## src/rtl/spi_tgen_pkg.sv

```systemverilog
package spi_tgen_pkg;

  localparam int FLD_W = 8;   // width of every per-device field
  localparam int ACC_W = 8;   // half-period accumulator, modulo 2**ACC_W
  localparam int SEL_W = 3;   // device select field width

  typedef struct packed {
    logic [FLD_W-1:0] rate;
    logic [FLD_W-1:0] setup;
    logic [FLD_W-1:0] hold;
    logic [FLD_W-1:0] gap;
  } dev_param_t;

  typedef enum logic [2:0] {
    ST_IDLE,
    ST_SETUP,
    ST_ACTIVE,
    ST_HOLD,
    ST_GAP
  } tgen_state_e;

  // Highest set bit of the rate field survives; zero maps to one.
  function automatic logic [FLD_W-1:0] pow2_floor(input logic [FLD_W-1:0] f);
    logic [FLD_W-1:0] r;
    r = FLD_W'(1);
    for (int i = 0; i < FLD_W; i++) begin
      if (f[i]) r = FLD_W'(1) << i;
    end
    return r;
  endfunction

  // Selected polarity or phase bit out of a per-device vector.
  function automatic logic pick_bit(input logic [7:0] vec, input logic [SEL_W-1:0] idx);
    return vec[idx];
  endfunction

endpackage

```

## src/rtl/spi_tgen_regs.sv

```systemverilog
module spi_tgen_regs
  import spi_tgen_pkg::*;
#(
  parameter int NUM_DEV = 5,
  parameter int ADDR_W  = 8
) (
  input  logic               clk,
  input  logic               rst_n,
  input  logic               wr_en,
  input  logic [ADDR_W-1:0]  wr_addr,
  input  logic [31:0]        wr_data,
  output dev_param_t         sel_param,
  output logic [SEL_W-1:0]   sel_idx,
  output logic               sel_valid,
  output logic               sel_pol,
  output logic               sel_pha
);

  localparam int PORT_ADDR = 4 * NUM_DEV;
  localparam int SEL_LSB   = 20;
  localparam int POL_TOP   = 19;
  localparam int PHA_TOP   = 14;

  dev_param_t         param_q [NUM_DEV];
  logic [7:0]         pol_vec, pha_vec;
  logic [SEL_W-1:0]   sel_q;
  logic               port_wr;

  assign port_wr = wr_en && (wr_addr == ADDR_W'(PORT_ADDR));

  for (genvar i = 0; i < NUM_DEV; i++) begin : g_dev
    logic pol_q, pha_q;

    always_ff @(posedge clk or negedge rst_n) begin
      if (!rst_n) begin
        param_q[i] <= '0;
      end else if (wr_en && (wr_addr == ADDR_W'(4 * i))) begin
        param_q[i] <= dev_param_t'(wr_data);
      end
    end

    always_ff @(posedge clk or negedge rst_n) begin
      if (!rst_n) begin
        pol_q <= 1'b0;
        pha_q <= 1'b0;
      end else if (port_wr) begin
        pol_q <= wr_data[POL_TOP - i];
        pha_q <= wr_data[PHA_TOP - i];
      end
    end

    assign pol_vec[i] = pol_q;
    assign pha_vec[i] = pha_q;
  end

  for (genvar j = NUM_DEV; j < 8; j++) begin : g_pad
    assign pol_vec[j] = 1'b0;
    assign pha_vec[j] = 1'b0;
  end

  always_ff @(posedge clk or negedge rst_n) begin
    if (!rst_n)       sel_q <= '0;
    else if (port_wr) sel_q <= wr_data[SEL_LSB +: SEL_W];
  end

  always_comb begin
    sel_param = '0;
    for (int i = 0; i < NUM_DEV; i++) begin
      if (sel_q == SEL_W'(i)) sel_param = param_q[i];
    end
  end

  assign sel_idx   = sel_q;
  assign sel_valid = (sel_q < SEL_W'(NUM_DEV));
  assign sel_pol   = pick_bit(pol_vec, sel_q);
  assign sel_pha   = pick_bit(pha_vec, sel_q);

endmodule

```

## src/rtl/spi_tgen_phase.sv

```systemverilog
module spi_tgen_phase
  import spi_tgen_pkg::*;
(
  input  logic             clk,
  input  logic             rst_n,
  input  logic             run,
  input  logic [FLD_W-1:0] step,
  output logic             tick
);

  logic [ACC_W-1:0] acc_q;
  logic [ACC_W:0]   sum;

  assign sum  = {1'b0, acc_q} + (ACC_W+1)'(step);
  assign tick = run && sum[ACC_W];

  always_ff @(posedge clk or negedge rst_n) begin
    if (!rst_n)   acc_q <= '0;
    else if (run) acc_q <= sum[ACC_W-1:0];
    else          acc_q <= '0;
  end

endmodule

```

## src/rtl/spi_tgen_seq.sv

```systemverilog
module spi_tgen_seq
  import spi_tgen_pkg::*;
#(
  parameter int NUM_DEV = 5,
  parameter int CNT_W   = 8
) (
  input  logic               clk,
  input  logic               rst_n,
  input  logic               start,
  input  logic [CNT_W-1:0]   nbits,
  input  dev_param_t         sel_param,
  input  logic [SEL_W-1:0]   sel_idx,
  input  logic               sel_valid,
  input  logic               sel_pol,
  input  logic               sel_pha,
  input  logic               tick,
  output logic               run,
  output logic [FLD_W-1:0]   step,
  output logic               accept,
  output logic               busy,
  output logic               done,
  output logic               sclk,
  output logic               sclk_en,
  output logic               sample_stb,
  output logic               shift_stb,
  output logic [NUM_DEV-1:0] cs_n
);

  localparam int HC_W = CNT_W + 1;

  tgen_state_e       st_q;
  logic [FLD_W-1:0]  cnt_q, step_q, hold_q, gap_q;
  logic [SEL_W-1:0]  dev_q;
  logic [CNT_W-1:0]  nbits_q;
  logic [HC_W-1:0]   hcnt_q;
  logic              pol_q, pha_q, ph_q;
  logic              samp_q, shft_q, done_q;
  logic              last_half, leading, in_frame;

  assign accept    = start && (st_q == ST_IDLE) && sel_valid;
  assign last_half = (hcnt_q == HC_W'(({1'b0, nbits_q} << 1) - HC_W'(1)));
  assign leading   = !ph_q;

  always_ff @(posedge clk or negedge rst_n) begin
    if (!rst_n) begin
      st_q    <= ST_IDLE;
      cnt_q   <= '0;
      step_q  <= FLD_W'(1);
      hold_q  <= '0;
      gap_q   <= '0;
      dev_q   <= '0;
      nbits_q <= '0;
      hcnt_q  <= '0;
      pol_q   <= 1'b0;
      pha_q   <= 1'b0;
      ph_q    <= 1'b0;
      samp_q  <= 1'b0;
      shft_q  <= 1'b0;
      done_q  <= 1'b0;
    end else begin
      samp_q <= 1'b0;
      shft_q <= 1'b0;
      done_q <= 1'b0;
      unique case (st_q)
        ST_IDLE: begin
          if (accept) begin
            st_q    <= ST_SETUP;
            cnt_q   <= sel_param.setup;
            step_q  <= pow2_floor(sel_param.rate);
            hold_q  <= sel_param.hold;
            gap_q   <= sel_param.gap;
            dev_q   <= sel_idx;
            pol_q   <= sel_pol;
            pha_q   <= sel_pha;
            nbits_q <= nbits;
          end
        end
        ST_SETUP: begin
          if (cnt_q != '0) begin
            cnt_q <= cnt_q - FLD_W'(1);
          end else if (nbits_q == '0) begin
            st_q  <= ST_HOLD;
            cnt_q <= hold_q;
          end else begin
            st_q   <= ST_ACTIVE;
            hcnt_q <= '0;
          end
        end
        ST_ACTIVE: begin
          if (tick) begin
            ph_q   <= !ph_q;
            samp_q <= (leading != pha_q);
            shft_q <= (leading == pha_q);
            hcnt_q <= hcnt_q + HC_W'(1);
            if (last_half) begin
              st_q  <= ST_HOLD;
              cnt_q <= hold_q;
            end
          end
        end
        ST_HOLD: begin
          if (cnt_q != '0) begin
            cnt_q <= cnt_q - FLD_W'(1);
          end else begin
            st_q  <= ST_GAP;
            cnt_q <= gap_q;
          end
        end
        ST_GAP: begin
          if (cnt_q != '0) begin
            cnt_q <= cnt_q - FLD_W'(1);
          end else begin
            st_q   <= ST_IDLE;
            done_q <= 1'b1;
          end
        end
        default: st_q <= ST_IDLE;
      endcase
    end
  end

  assign in_frame = (st_q == ST_SETUP) || (st_q == ST_ACTIVE) || (st_q == ST_HOLD);

  for (genvar i = 0; i < NUM_DEV; i++) begin : g_cs
    assign cs_n[i] = !(in_frame && (dev_q == SEL_W'(i)));
  end

  assign run        = (st_q == ST_ACTIVE);
  assign step       = step_q;
  assign busy       = (st_q != ST_IDLE);
  assign done       = done_q;
  assign sclk_en    = run;
  assign sample_stb = samp_q;
  assign shift_stb  = shft_q;
  assign sclk       = ((st_q == ST_IDLE) ? sel_pol : pol_q) ^ ph_q;

endmodule

```

## src/rtl/spi_tgen.sv

```systemverilog
module spi_tgen
  import spi_tgen_pkg::*;
#(
  parameter int NUM_DEV = 5,
  parameter int ADDR_W  = 8,
  parameter int CNT_W   = 8
) (
  input  logic               clk,
  input  logic               rst_n,
  input  logic               wr_en,
  input  logic [ADDR_W-1:0]  wr_addr,
  input  logic [31:0]        wr_data,
  input  logic               start,
  input  logic [CNT_W-1:0]   nbits,
  output logic               busy,
  output logic               done,
  output logic               sclk,
  output logic               sclk_en,
  output logic               sample_stb,
  output logic               shift_stb,
  output logic [NUM_DEV-1:0] cs_n
);

  dev_param_t        sel_param;
  logic [SEL_W-1:0]  sel_idx;
  logic              sel_valid;
  logic              idle_pol;
  logic              sel_pha;
  logic              half_tick;
  logic              run;
  logic              accept;
  logic [FLD_W-1:0]  step;

  spi_tgen_regs #(.NUM_DEV(NUM_DEV), .ADDR_W(ADDR_W)) u_regs (
    .clk       (clk),
    .rst_n     (rst_n),
    .wr_en     (wr_en),
    .wr_addr   (wr_addr),
    .wr_data   (wr_data),
    .sel_param (sel_param),
    .sel_idx   (sel_idx),
    .sel_valid (sel_valid),
    .sel_pol   (idle_pol),
    .sel_pha   (sel_pha)
  );

  spi_tgen_phase u_phase (
    .clk   (clk),
    .rst_n (rst_n),
    .run   (run),
    .step  (step),
    .tick  (half_tick)
  );

  spi_tgen_seq #(.NUM_DEV(NUM_DEV), .CNT_W(CNT_W)) u_seq (
    .clk        (clk),
    .rst_n      (rst_n),
    .start      (start),
    .nbits      (nbits),
    .sel_param  (sel_param),
    .sel_idx    (sel_idx),
    .sel_valid  (sel_valid),
    .sel_pol    (idle_pol),
    .sel_pha    (sel_pha),
    .tick       (half_tick),
    .run        (run),
    .step       (step),
    .accept     (accept),
    .busy       (busy),
    .done       (done),
    .sclk       (sclk),
    .sclk_en    (sclk_en),
    .sample_stb (sample_stb),
    .shift_stb  (shift_stb),
    .cs_n       (cs_n)
  );

endmodule

```

## config.mk

```make
export PLATFORM = sky130hd
export DESIGN_NAME = spi_tgen
export DESIGN_NICKNAME = d
export VERILOG_FILES = /design/src/rtl/spi_tgen_pkg.sv /design/src/rtl/spi_tgen_regs.sv /design/src/rtl/spi_tgen_phase.sv /design/src/rtl/spi_tgen_seq.sv /design/src/rtl/spi_tgen.sv
export SDC_FILE = /design/constraint.sdc
export NUM_CORES = 1
export LEC_CHECK = 0
export BUFFER_PORTS_ARGS = -buffer_cell sky130_fd_sc_hd__buf_2
export CAP_MARGIN = 20
export CORE_MARGIN = 5
export CORE_UTILIZATION = 55
export CTS_BUF_LIST = sky130_fd_sc_hd__clkbuf_8 sky130_fd_sc_hd__clkbuf_16
export DETAILED_ROUTE_END_ITERATION = 10
export PLACE_DENSITY = 0.73
export SLEW_MARGIN = 10
export SYNTH_ARGS = -nofsm -noshare
export SYNTH_HDL_FRONTEND = slang
export SYNTH_SLANG_ARGS = --single-unit
export TNS_END_PERCENT = 10
```

## constraint.sdc

```tcl
create_clock -name clk -period 3.6 [get_ports clk]
set_input_delay 1.08 -clock clk [delete_from_list [all_inputs] [get_ports clk]]
set_output_delay 1.08 -clock clk [all_outputs]
set_load 0.02 [all_outputs]
```

==> impl_metrics.env <==
export IMPL_routabilityCongestion=0.8746
export IMPL_wl_per_cell_um=19.50
export IMPL_whs_ps=482.8
export IMPL_via_per_inst=5.854
export IMPL_multiInputGateArea_um2=4868
export IMPL_clock_skew_ps=13.57
export IMPL_finish_net_count=977
export IMPL_grt_max_degree=84
export IMPL_vias=6996
export IMPL_crit_fanout=8
export IMPL_fmaxAchievable_mhz=291.3
export IMPL_regArea_um2=5933
export IMPL_post_cts_buffers=0
export IMPL_rsz0062_at_grt="no"
export IMPL_wl_um=23300
export IMPL_max_cap_violations=0
export IMPL_worstSkewPairLatency_ps=530
export IMPL_worst_pin_slew_ps=796.7
export IMPL_r2r_start="u_seq.step[0]"
export IMPL_worstPathRequired_ps=2520
export IMPL_start_util_pct=56.25
export IMPL_clkTransAtPathRegs_ps=60
export IMPL_comb_power_share_pct=19.2
export IMPL_synth_avg_cell_area_um2=12.98
export IMPL_grt_pass1_vias=7406
export IMPL_synth_seq_cells=237
export IMPL_relSlewSlack_pct=46.88
export IMPL_antenna_found_initial=1
export IMPL_p_sw_mw=2.037
export IMPL_cts_buffer_depth=3
export IMPL_area_growth_pct=13.88
export IMPL_die_w_um=151.5
export IMPL_power_density_nw_per_um2=571.0
export IMPL_period_share_pct=95.35
export IMPL_crit_path_end_kind="primary output"
export IMPL_synth_cell_types=66
export IMPL_ios=63
export IMPL_num_antenna_cells=0
export IMPL_synthTopCellsByCount="dfrtp_1, mux2_2, nand2_1"
export IMPL_finalSetupTns_ps=0
export IMPL_grt_pass1_wl_um=39130
export IMPL_drive_gt1_share_pct=36.77
export IMPL_setup_violations_final=0
export IMPL_ys_flop_type="dfrtp_1"
export IMPL_cts_tree="done"
export IMPL_power_frac_seq_pct=44.3
export IMPL_synth_most_common_cell="dfrtp_1"
export IMPL_report_final_slew_viol_count=0
export IMPL_cp_startpoint="u_regs.sel_idx[2]"
export IMPL_outcome="finished clean"
export IMPL_coreArea_um2=19590
export IMPL_synthArstFlopShare_pct=100.0
export IMPL_synth_cells=849
export IMPL_synth_area_leaders="dfrtp_1, mux2_2, mux4_2"
export IMPL_crit_arrival_ps=2350
export IMPL_layout_min_cycle_time_ps=3432
export IMPL_internal_power_mw=5.129
export IMPL_cts_root_buf="clkbuf_16"
export IMPL_rows=51
export IMPL_swShare_pct=28.42
export IMPL_hp_class="flip-flop to flip-flop"
export IMPL_leakagePower_nw=5.993
export IMPL_ys_seq_area_share_pct=53.83
export IMPL_hold_viol=0
export IMPL_nFillCells=1513
export IMPL_dieArea_um2=22970
export IMPL_drc=0
export IMPL_drtAntennaViolNets=0
export IMPL_cts_buffers=26
export IMPL_io_buffers=61
export IMPL_dr_pass1_iters=5
export IMPL_synth_edf_count=0
export IMPL_ys_warn_count=0
export IMPL_ctsResizeCount=0
export IMPL_vdd_ir_drop_worst_mv=0.3681
export IMPL_grt_usage_pct=21.31
export IMPL_synth_top_area_share_pct=53.59
export IMPL_yosysTopAreaCell="dfrtp_1"
export IMPL_hpwl_um=14540
export IMPL_overflow=0
export IMPL_critical_path_class="flip-flop to primary output"
export IMPL_htreeDepth=1
export IMPL_cts_sinks=237
export IMPL_drtIter0Drc=316
export IMPL_die_h_um=151.5
export IMPL_synth_area_um2=11020
export IMPL_synthesis_nets=913
export IMPL_cts_hold_buf=0
export IMPL_clock_power_share_pct=36.5
export IMPL_hp_start="u_seq.gap_q[1]"
export IMPL_cp_start_kind="flip-flop"
power groups by stage:
stage | Sequential (mW) | Clock, mW | Combinational, mW
global placement | 3.21 | 0 | 1.33
floorplan | 3.14 | 0 | 1.02
global route | 3.21 | 2.80 | 1.53
CTS | 3.17 | 2.68 | 1.38
finish | 3.18 | 2.61 | 1.37
detailed placement | 3.22 | 0 | 1.36
flip-flops by register name (all words and copies together) (netlist names), 3 cells and up:
signal	cells
u_seq.hcnt_q	9
u_regs.sel_idx	3
u_seq.st_q	3
u_seq.gap_q	8
u_seq.nbits_q	8
u_regs.param_q	155
u_seq.cnt_q	8
u_phase.acc_q	8
u_seq.step	8
u_seq.hold_q	8
u_regs.g_dev.pha_q	5
u_seq.dev_q	3
u_regs.g_dev.pol_q	5
logic make-up after synthesis:
logic type	count (synthesis)	share of synthesized area, %
multiplexers	220	24.90
flip-flops	237	53.83
adder cells (fa/ha/maj)	12	1.431
buffers and inverters	57	2.282
AO/OA/AOI/OAI	128	7.892
AND/OR/NAND/NOR	166	7.358
XOR/XNOR	29	2.305
final cells by class:
cell class                      instances  share of cell area, %
Clock inverter                         13                 0.9572
Tap cell                              265                  2.642
Clock buffer                           32                  5.843
Multi-Input combinational cell        555                  38.80
Timing Repair Buffer                   78                  4.028
Inverter                               15                 0.4487
Sequential cell                       237                  47.28
layer usage:
metal / vias to the layer above / wire [µm] / global-route usage, % / share of wire [%]
met2: 117 / 11940 / 36.72 / 51
met5: - / 7 / 0 / 0.030
met3: 45 / 865 / 3.391 / 3.7
li1: 3232 / - / - / -
met1: 3600 / 9965 / 28.72 / 43
met4: 2 / 515 / 4.807 / 2.2
critical path: stages, from the launching register on:
cell	delay, ps
dfrtp_1	460
clkinv_1	360
nor3_4	260
a22oi_2	120
o21ai_0	280
xor2_1	170
buf_2	180
metrics by stage:
stage / cell area (µm²) / power, mW / util (%) / instances / worst slack [ps]
detailed placement: 11690 / 4.578 / 59.67 / 1150 / 641.2
CTS: 12540 / 7.226 / 64.03 / 1195 / 73.09
global placement: 11690 / 4.534 / 59.67 / 1150 / 635.5
global route: 12550 / 7.539 / 64.05 / 1195 / 17.61
floorplan: 11020 / 4.166 / - / 849 / 649.7
finish: 12550 / 7.166 / 64.05 / 1195 / 167.5
path summary, 6_finish.rpt:
path / slack [ps] / endpoint / depth (start not counted)
min: 480 / u_seq.gap_q[1] / 2
max in group asynchronous: 2140 / u_regs.param_q[3] / 2
min reg2reg: 480 / u_seq.gap_q[1] / 2
max: 170 / sclk / 6
max reg2reg: 650 / u_seq.cnt_q[6] / 9
min in group asynchronous: 550 / u_phase.acc_q[1] / 1
cells in the final DEF (no fill, tap or decap), types with 3 or more instances in the layout:
master and count:
ha_1 11, buf_2 60, nor3_1 6, xor2_1 17, clkbuf_8 6, buf_4 12, clkbuf_16 26, xnor2_1 12
dfrtp_1 235, nand2_1 58, mux2i_1 12, inv_1 19, and2_1 4, nand4_1 8, mux2_2 183, mux4_2 25
a221oi_1 3, nor2b_1 8, a22o_1 13, buf_12 5, nor2_1 46, nand3_1 8, and3_1 5, a221o_1 4
clkinv_2 5, a22oi_1 20, o21ai_0 40, a21oi_1 21, nand2b_1 3
No activity file was read; power rests on OpenSTA's default activity.
